===== src/rtl/wcrc_pkg.sv =====
package wcrc_pkg;

  localparam int unsigned BYTE_W   = 8;
  localparam int unsigned CRC_W    = 16;
  localparam int unsigned TX_PAY_D = 14;
  localparam int unsigned RX_PAY_D = 11;

  localparam logic [CRC_W-1:0] CRC_POLY  = 16'h1021;
  localparam logic [CRC_W-1:0] TX_MASK_D = 16'h60DE;
  localparam logic [CRC_W-1:0] RX_MASK_D = 16'hA950;

  typedef enum logic [1:0] {
    ST_DATA,
    ST_HI,
    ST_LO
  } fr_state_e;

  // One byte through the checksum, MSB first, no reflection.
  function automatic logic [CRC_W-1:0] crc_byte(input logic [CRC_W-1:0] c,
                                                input logic [BYTE_W-1:0] b);
    logic [CRC_W-1:0] r;
    r = c ^ {b, {(CRC_W-BYTE_W){1'b0}}};
    for (int i = 0; i < BYTE_W; i++) begin
      r = r[CRC_W-1] ? ((r << 1) ^ CRC_POLY) : (r << 1);
    end
    return r;
  endfunction

endpackage


===== src/rtl/wcrc_key_rom.sv =====
module wcrc_key_rom #(
  parameter int unsigned POS_W = 4
) (
  input  logic [POS_W-1:0] pos,
  output logic [7:0]       key
);

  always_comb begin
    case (int'(pos))
      0:       key = 8'h80;
      1:       key = 8'h44;
      2:       key = 8'h64;
      3:       key = 8'h75;
      4:       key = 8'h6C;
      5:       key = 8'h71;
      6:       key = 8'h2A;
      7:       key = 8'h36;
      8:       key = 8'h7C;
      9:       key = 8'hF1;
      10:      key = 8'h6E;
      11:      key = 8'h52;
      12:      key = 8'h09;
      13:      key = 8'h9D;
      default: key = 8'h00;
    endcase
  end

endmodule


===== src/rtl/wcrc_crc16.sv =====
module wcrc_crc16 import wcrc_pkg::*; (
  input  logic              clk,
  input  logic              rst_n,
  input  logic              upd,
  input  logic              start,
  input  logic [BYTE_W-1:0] din,
  output logic [CRC_W-1:0]  crc_q
);

  logic [CRC_W-1:0] crc_d;

  always_comb begin
    crc_d = crc_byte(start ? '0 : crc_q, din);
  end

  always_ff @(posedge clk or negedge rst_n) begin
    if (!rst_n) begin
      crc_q <= '0;
    end else if (upd) begin
      crc_q <= crc_d;
    end
  end

  AST_CRC_HOLD: assert property (@(posedge clk) disable iff (!rst_n)
    !upd |=> $stable(crc_q));

endmodule


===== src/rtl/wcrc_framer.sv =====
module wcrc_framer import wcrc_pkg::*; #(
  parameter int unsigned      TX_PAY  = TX_PAY_D,
  parameter int unsigned      RX_PAY  = RX_PAY_D,
  parameter logic [CRC_W-1:0] TX_MASK = TX_MASK_D,
  parameter logic [CRC_W-1:0] RX_MASK = RX_MASK_D
) (
  input  logic       clk,
  input  logic       rst_n,
  input  logic       dir_rx,
  input  logic       in_valid,
  output logic       in_ready,
  input  logic [7:0] in_data,
  input  logic       in_first,
  input  logic       in_last,
  output logic       out_valid,
  output logic [7:0] out_data,
  output logic       out_last,
  output logic       crc_ok_valid,
  output logic       crc_ok
);

  localparam int unsigned MAX_POS = (TX_PAY > RX_PAY + 2) ? TX_PAY : RX_PAY + 2;
  localparam int unsigned POS_W   = $clog2(MAX_POS);
  localparam logic [POS_W-1:0] TX_END   = POS_W'(TX_PAY - 1);
  localparam logic [POS_W-1:0] RX_END   = POS_W'(RX_PAY + 1);
  localparam logic [POS_W-1:0] RX_HI    = POS_W'(RX_PAY);
  localparam logic [POS_W-1:0] RX_LPAY  = POS_W'(RX_PAY - 1);
  localparam logic [POS_W-1:0] POS_TOP  = POS_W'(MAX_POS - 1);

  // reset: asynchronous assert, synchronous release
  logic [1:0] rsync_q;
  logic       rst_sn;
  always_ff @(posedge clk or negedge rst_n) begin
    if (!rst_n) rsync_q <= 2'b00;
    else        rsync_q <= {rsync_q[0], 1'b1};
  end
  assign rst_sn = rsync_q[1];

  fr_state_e        st_q, st_d;
  logic [POS_W-1:0] pos_q, pos_d, pos_now, end_pos;
  logic             dir_q, dir_d, hi_ok_q, hi_ok_d;
  logic             is_rx, acc, at_end, len_ok;
  logic [7:0]       key, white, crc_din;
  logic [CRC_W-1:0] crc_q, fin_tx, fin_rx;
  logic             crc_upd, crc_start;
  logic             ov_d, ol_d, rep_d, ok_d;
  logic [7:0]       od_d;

  wcrc_key_rom #(.POS_W(POS_W)) u_key (
    .pos (pos_now),
    .key (key)
  );

  wcrc_crc16 u_crc (
    .clk   (clk),
    .rst_n (rst_sn),
    .upd   (crc_upd),
    .start (crc_start),
    .din   (crc_din),
    .crc_q (crc_q)
  );

  always_comb begin
    in_ready  = (st_q == ST_DATA);
    acc       = in_valid & in_ready;
    pos_now   = in_first ? '0 : pos_q;
    is_rx     = (pos_now == '0) ? dir_rx : dir_q;
    end_pos   = is_rx ? RX_END : TX_END;
    at_end    = acc & (in_last | (pos_now == end_pos));
    len_ok    = in_last & (pos_now == end_pos);
    white     = in_data ^ key;
    fin_tx    = crc_q ^ TX_MASK;
    fin_rx    = crc_q ^ RX_MASK;
    crc_start = (pos_now == '0);
    crc_din   = is_rx ? in_data : white;
    crc_upd   = acc & (~is_rx | (pos_now < RX_HI));
  end

  // next-state and output decode
  always_comb begin
    st_d    = st_q;
    pos_d   = pos_q;
    dir_d   = dir_q;
    hi_ok_d = hi_ok_q;
    ov_d    = 1'b0;
    od_d    = white;
    ol_d    = 1'b0;
    rep_d   = 1'b0;
    ok_d    = 1'b0;
    case (st_q)
      ST_DATA: begin
        if (acc) begin
          dir_d = is_rx;
          pos_d = at_end ? '0 : pos_now + POS_W'(1);
          if (is_rx) begin
            ov_d = (pos_now < RX_HI);
            ol_d = (pos_now == RX_LPAY);
            if (pos_now == RX_HI) hi_ok_d = (in_data == fin_rx[15:8]);
            if (at_end) begin
              rep_d = 1'b1;
              ok_d  = len_ok & hi_ok_q & (in_data == fin_rx[7:0]);
            end
          end else begin
            ov_d = 1'b1;
            if (at_end) begin
              if (len_ok) begin
                st_d = ST_HI;
              end else begin
                ol_d  = 1'b1;
                rep_d = 1'b1;
              end
            end
          end
        end
      end
      ST_HI: begin
        ov_d = 1'b1;
        od_d = fin_tx[15:8];
        st_d = ST_LO;
      end
      ST_LO: begin
        ov_d  = 1'b1;
        od_d  = fin_tx[7:0];
        ol_d  = 1'b1;
        rep_d = 1'b1;
        ok_d  = 1'b1;
        st_d  = ST_DATA;
      end
      default: st_d = ST_DATA;
    endcase
  end

  always_ff @(posedge clk or negedge rst_sn) begin
    if (!rst_sn) begin
      st_q         <= ST_DATA;
      pos_q        <= '0;
      dir_q        <= 1'b0;
      hi_ok_q      <= 1'b0;
      out_valid    <= 1'b0;
      out_data     <= '0;
      out_last     <= 1'b0;
      crc_ok_valid <= 1'b0;
      crc_ok       <= 1'b0;
    end else begin
      st_q <= st_d;
      if (acc) begin
        pos_q   <= pos_d;
        dir_q   <= dir_d;
        hi_ok_q <= hi_ok_d;
      end
      if (ov_d) out_data <= od_d;
      out_valid    <= ov_d;
      out_last     <= ol_d;
      crc_ok_valid <= rep_d;
      crc_ok       <= ok_d;
    end
  end

  AST_OK_NEEDS_STROBE: assert property (@(posedge clk) disable iff (!rst_sn)
    crc_ok |-> crc_ok_valid);
  AST_LAST_NEEDS_VALID: assert property (@(posedge clk) disable iff (!rst_sn)
    out_last |-> out_valid);
  AST_TRAILER_STALL: assert property (@(posedge clk) disable iff (!rst_sn)
    (acc && at_end && !is_rx && len_ok) |=> (!in_ready ##1 !in_ready));
  AST_RX_TRAILER_HIDDEN: assert property (@(posedge clk) disable iff (!rst_sn)
    (acc && is_rx && pos_now >= RX_HI) |=> !out_valid);
  AST_POS_RANGE: assert property (@(posedge clk) disable iff (!rst_sn)
    pos_q <= POS_TOP);

endmodule


===== config.mk =====
export PLATFORM = sky130hd
export DESIGN_NAME = wcrc_framer
export DESIGN_NICKNAME = d
export VERILOG_FILES = /design/src/rtl/wcrc_pkg.sv /design/src/rtl/wcrc_key_rom.sv /design/src/rtl/wcrc_crc16.sv /design/src/rtl/wcrc_framer.sv
export SDC_FILE = /design/constraint.sdc
export NUM_CORES = 1
export LEC_CHECK = 0
export BUFFER_PORTS_ARGS = -buffer_cell sky130_fd_sc_hd__buf_2
export CORE_MARGIN = 4
export CORE_UTILIZATION = 31
export CTS_CLUSTER_DIAMETER = 80
export DETAILED_ROUTE_END_ITERATION = 6
export PLACE_DENSITY = 0.48
export SLEW_MARGIN = 40
export SYNTH_ARGS = -nofsm -noshare
export SYNTH_HDL_FRONTEND = slang
export SYNTH_SLANG_ARGS = --single-unit

===== constraint.sdc =====
create_clock -name clk -period 1.03 [get_ports clk]
set_input_delay 0.103 -clock clk [delete_from_list [all_inputs] [get_ports clk]]
set_output_delay 0.103 -clock clk [all_outputs]
set_load 0.02 [all_outputs]

==> flow_metrics.tcl, run 1 <==
set metrics [dict create \
    yosysTopAreaCell "dfrtp_1" \
    vdd_ir_drop_max_mv 0.641 \
    rsz0062_at_grt "true" \
    cp_max_fo 4 \
    layout-drive-gt1-share_pct 40.3 \
    final_util_pct 47.8 \
    clkLatencyLatePin_ns 0.30 \
    nets 476 \
    globalRouteTotalUtil_pct 16.8 \
    required_ns 1.22 \
    globalplace.congestion 0.787 \
    pin_count 27 \
    area_growth_pct 48.5 \
    synthCells 337 \
    vias 2742 \
    synthXorXnorAreaFrac_pct 18.7 \
    synth.area.top_cells "dfrtp_1 (34%), xnor2_1 (10%), nand2_1 (7.9%)" \
    async_flop_share_pct 100 \
    synth_ff_type "dfrtp_1" \
    antenna-diode-count 0 \
    cp-end-kind "register" \
    clock.fmax_ghz 0.417 \
    period_needed_ns 2.40 \
    drt_iter0_drc 160 \
    worstSetupPathType "register to register" \
    drv_slew 0 \
    synth_nets 362 \
    synth-adder-area-share_pct 4.85 \
    numPortBuffers 26 \
    synth_compound_area_share_pct 19.1 \
    synth_top_family_by_area "compound AO/OA/AOI/OAI gates" \
    die_y_um 104 \
    h-tree-depth 2 \
    cp.arrival_ns 2.59 \
    grt_overflow 0 \
    yosysSeqAreaShare_pct 33.5 \
    wl_um 9060 \
    rows 34 \
    clock-sinks 38 \
    tritoncts "done" \
    report.power.total_mw 6.03 \
    crit_start "pos_q[0]$_DFFE_PN0P_" \
    syn-cell-area_um2 2840 \
    hold_slack_ns 0.111 \
    remaining_drc_errors 0 \
    grt_start_max_net_pins 37 \
    clk_path_buf_depth 2 \
    die_w_um 104 \
    finalSetupViolations 37 \
    finalCritPeriodShare_pct 233 \
    yosys-top-cells-count "nand2_1 (60), dfrtp_1 (38), xnor2_1 (33)" \
    synth-simple-area-share_pct 17.8 \
    postRouteAntennaNets 0 \
    fin_ws_ns -1.37 \
    synthMuxAreaShare_pct 1.46 \
    yosys.cell_count.top_type "nand2_1" \
    start_util_pct 32.2 \
    first_pass_iters 4 \
    die-area_um2 10700 \
    cts_made_buffers 5 \
    first_global_vias 2807 \
    synth_top_area_share_pct 33.5 \
    antenna_found_initial 0 \
    synth_warnings 0 \
    drt-vias-per-instance 4.90 \
    avgSynthCellArea_um2 8.42 \
    core_area_um2 8810 \
    cts_root_buffer "clkbuf_8" \
    p_per_area_nw_per_um2 1430 \
    hold_viol 0 \
    hold_class "input port to async pin" \
    path_clk_slew_ns 0.09 \
    synth_seq_cells 38 \
    crit-reg2reg-launch "pos_q[0]$_DFFE_PN0P_" \
    skew_ns 0.00324 \
    violations "negative setup slack" \
    power_leakage_nw 1.86 \
    grt_pass1_wl_um 14600 \
    outcome "complete, but fails checks" \
    place_hpwl_um 6610 \
    wire_per_inst_um 16.2 \
    ys_types 52 \
    cap_viol_max_count 0 \
    synth-edff-count 0 \
    startpoint_type "register" \
]
[state kept, by name (all words and copies together) (netlist names), 2 cells and up]
signal,flops
u_crc.crc_q,16
rsync_q,2
st_q,2
pos_q,4
out_data,8
[path summary, 6_finish.rpt]
| path | endpoint | slack, ns | depth (start not counted) |
|---|---|---|---|
| max in group asynchronous | pos_q[2]$_DFFE_PN0P_ | 0.59 | 1 |
| max reg2reg | u_crc.crc_q[8]$_DFFE_PN0P_ | -1.37 | 11 |
| min | rsync_q[1]$_DFF_PN0_ | 0.11 | 2 |
| min in group clk | st_q[0]$_DFFE_PN0P_ | 0.19 | 4 |
| max | u_crc.crc_q[8]$_DFFE_PN0P_ | -1.37 | 11 |
| min reg2reg | out_data[5]$_DFFE_PN0P_ | 0.23 | 1 |
[timing repair]
item,4_1_cts,5_1_grt
hold endpoints to repair,2,0
endpoints found under the setup margin,37,37
pin swaps,23,17
gates cloned,1,2
setup buffers,10,3
hold buffers,1,0
gates resized for setup,22,18
[report_power, final]
part | internal, mW | total, mW | switching, mW | leakage (nW)
clock network | 0.972 | 1.58 | 0.607 | 0.0683
registers | 1.76 | 1.99 | 0.228 | 0.473
logic | 1.26 | 2.47 | 1.21 | 1.32
total | 3.99 | 6.03 | 2.04 | 1.86
[critical path: stages, from the launching register on]
cell and delay [ns]:
dfrtp_1 0.39, nor2b_4 0.16, inv_6 0.07, ha_4 0.14, or3b_4 0.39, a32oi_4 0.24, nor3b_2 0.23, xnor2_1 0.17
xnor2_1 0.14, buf_4 0.14, xor2_1 0.14, o21ai_1 0.07
[cells in the final DEF, fill, tap and decap left out, drive strengths merged, types with 2 or more instances in the layout]
cell,n
a21boi,6
a21oi,18
a22o,2
a311oi,4
and3,2
buf,122
bufinv,2
clkbuf,5
dfrtp,38
ha,11
inv,12
mux2i,3
nand2,60
nand2b,5
nand3,5
nand4,3
nor2,14
nor2b,5
nor3b,2
nor4b,2
o211ai,3
o21ai,37
o21bai,2
o22ai,2
o31ai,3
o41ai,2
or2,7
xnor2,34
xor2,23
[routing by layer]
layer	global-route usage, %	up-vias	share of wire [%]
li1	-	1372	-
met1	23.5	1314	47
met2	27.7	51	48
met3	2.18	5	4.5
met4	3.70	0	0.77
met5	0	-	0
[layout make-up]
| class | count | area, um2 |
|---|---|---|
| repair buffers | 123 | 903 |
| well taps | 108 | 135 |
| multi-input cells | 271 | 2030 |
| flip-flops and latches | 38 | 953 |
| clock inverters | 3 | 68.8 |
| clock buffers | 5 | 68.8 |
| fillers | 893 | 4590 |
| inverters | 12 | 50.0 |
[through the flow]
step | setup WS, ns | setup TNS (ns) | instances | area [um2]
3_3_place_gp | -1.45 | -47.49 | 539 | 3790
3_5_place_dp | -1.50 | -48.80 | 539 | 3790
4_1_cts | -1.31 | -44.24 | 556 | 4120
6_report | -1.37 | -44.85 | 560 | 4210
2_1_floorplan | -1.35 | -42.51 | 337 | 2990
5_1_grt | -1.47 | -48.40 | 560 | 4210
[cell families (layout without fill, tap and decap cells)]
group | after synthesis | after routing
and+or+nand+nor | 109 | 112
AOI/OAI and AO/OA | 85 | 85
xor gates and xnor gates | 58 | 58
DFF | 38 | 38
buffers and inverters | 31 | 143
adders and majority gates | 11 | 11
muxes | 4 | 4
other | 1 | 1
Power figures use the tool's default switching activity.
==> run 2: changes to the inputs <==
--- a/config.mk
+++ b/config.mk
@@ -10,7 +10,7 @@
 export CORE_UTILIZATION = 31
 export CTS_CLUSTER_DIAMETER = 80
 export DETAILED_ROUTE_END_ITERATION = 6
-export PLACE_DENSITY = 0.48
+export PLACE_DENSITY = 0.51
 export SLEW_MARGIN = 40
 export SYNTH_ARGS = -nofsm -noshare
 export SYNTH_HDL_FRONTEND = slang
==> run 2 against run 1 <==
  * Hold slack got worse by 0.0023 ns
  * Combinational power increased by 4%
  * Utilization increased by 1.1 points
  * Routed wire length increased by 0.47%
  * Largest power group unchanged
  * Register-to-register slack about the same
  * The run still ends with negative setup slack left
  * Critical path depth decreased by 1
  * Non-clock buffer count increased by 2
==> flow_metrics.tcl, run 2 (synthesis gave the netlist of run 1 again) <==
set metrics [dict create \
    clk_path_buf_depth 2 \
    period_needed_ns 2.39 \
    required_ns 1.21 \
    clkLatencyLatePin_ns 0.30 \
    p_per_area_nw_per_um2 1430 \
    largest_register_ffs 16 \
    cp_max_fo 4 \
    layout_commonest_cell "buf_4" \
    cp_cell_sequence "nor2b_4 -> clkinv_4 -> ha_4 -> or3b_4 -> a32oi_4 -> nor3b_2 -> xnor2_1 -> xnor2_2 -> xor2_1 -> o21ai_1" \
    drt_iter0_drc 132 \
    globalplace.congestion 0.870 \
    critical_path_buf_inv_count 1 \
    die_w_um 104 \
    outcome "complete, but fails checks" \
    final_util_pct 49.0 \
    tritoncts "done" \
    layout-drive-gt1-share_pct 43.0 \
    numPortBuffers 26 \
    first_pass_iters 6 \
    clock.fmax_ghz 0.419 \
    drt-vias-per-instance 4.92 \
    core_area_um2 8810 \
    startpoint_type "register" \
    regMostFlops "u_crc.crc_q" \
    rsz0062_at_grt "true" \
    postRouteAntennaNets 0 \
    placed_cells 542 \
    die_y_um 104 \
    power_leakage_nw 1.90 \
    fin_cells 561 \
    hold_slack_ns 0.108 \
    fin_ws_ns -1.36 \
    finalCritPeriodShare_pct 232 \
    grt_overflow 0 \
    hold_class "input port to async pin" \
    fin_area_um2 4310 \
    h-tree-depth 2 \
    start_util_pct 32.2 \
    tns_ns -44.14 \
    grt_pass1_wl_um 15200 \
    antenna_found_initial 0 \
    cp-end-kind "register" \
    wl_um 9110 \
    cp_slowest_cell "dfrtp_1" \
    remaining_drc_errors 0 \
    place_hpwl_um 6630 \
    cp.arrival_ns 2.57 \
    post-place-ws_ns -1.55 \
    hold_viol 0 \
    cpLargestDelayFamily "simple AND/OR/NAND/NOR gates" \
    worstSetupPathType "register to register" \
    first_global_vias 2822 \
    antenna-diode-count 0 \
    report.power.total_mw 6.16 \
    clock-sinks 38 \
    finalSetupViolations 37 \
    pin_count 27 \
    die-area_um2 10700 \
    vdd_ir_drop_max_mv 0.625 \
    path_clk_slew_ns 0.08 \
    skew_ns 0.00568 \
    wire_per_inst_um 16.2 \
    nets 477 \
    vias 2760 \
    drv_slew 0 \
    globalRouteTotalUtil_pct 17.5 \
    area_growth_pct 52.0 \
    cts_made_buffers 5 \
    final_cell_mix "buf_4 (91), nand2_1 (56), dfrtp_1 (36)" \
    cp_slowest_stage_delay_ns 0.40 \
    fill_cells 853 \
    rows 34 \
    cts_root_buffer "clkbuf_8" \
    grt_start_max_net_pins 37 \
    violations "negative setup slack" \
    cap_viol_max_count 0 \
    placed_area_um2 3820 \
    largestRegisters "u_crc.crc_q: 16 flops, out_data: 8 flops, pos_q: 4 flops" \
]
## run 2: cell count changes in the layout (fill, tap and decap cells not counted), sizes merged
cell / change
buf: +2
clkinv: +1
inv: -1
or2: -1
## run 2: cell type report
class / instances / area, um2 / area share (%)
timing repair buffer: 125 / 935 / 21.7
inverter: 12 / 50.0 / 1.16
clock inverter: 3 / 68.8 / 1.60
clock buffer: 5 / 68.8 / 1.60
multi-input combinational: 270 / 2100 / 48.7
sequential: 38 / 953 / 22.1
tap: 108 / 135 / 3.13
## run 2: worst paths after layout
path                                      start                     endpoint  slack [ns]  cells after the start
setup / recovery           pos_q[0]$_DFFE_PN0P_   u_crc.crc_q[8]$_DFFE_PN0P_       -1.36                     10
hold / removal                            rst_n         rsync_q[1]$_DFF_PN0_        0.11                      2
setup reg to reg           pos_q[0]$_DFFE_PN0P_   u_crc.crc_q[8]$_DFFE_PN0P_       -1.36                     10
hold reg to reg            rsync_q[1]$_DFF_PN0_  u_crc.crc_q[15]$_DFFE_PN0P_        0.23                      1
max in group asynchronous  rsync_q[1]$_DFF_PN0_         pos_q[2]$_DFFE_PN0P_        0.59                      1
min in group clk                       in_valid          st_q[0]$_DFFE_PN0P_        0.19                      4
## run 2: what timing repair did
item,in CTS,in global routing
endpoints found under the hold margin,2,0
setup endpoints to repair,37,37
hold buffers,1,0
cloned,2,0
pin swaps,21,16
buffers inserted,6,4
gates resized for setup,29,25
## run 2: per-layer routing
metal | vias up | track usage [%] | wire length (um)
met5 | - | 0 | 0
li1 | 1366 | - | -
met1 | 1318 | 25.7 | 4280
met4 | 0 | 4.08 | 147
met2 | 63 | 27.8 | 4220
met3 | 13 | 1.99 | 460
## run 2: power breakdown
group          internal (mW)  switching, mW  total, mW
clock                  0.972          0.638       1.61
combinational           1.30           1.29       2.58
sequential              1.76          0.202       1.96
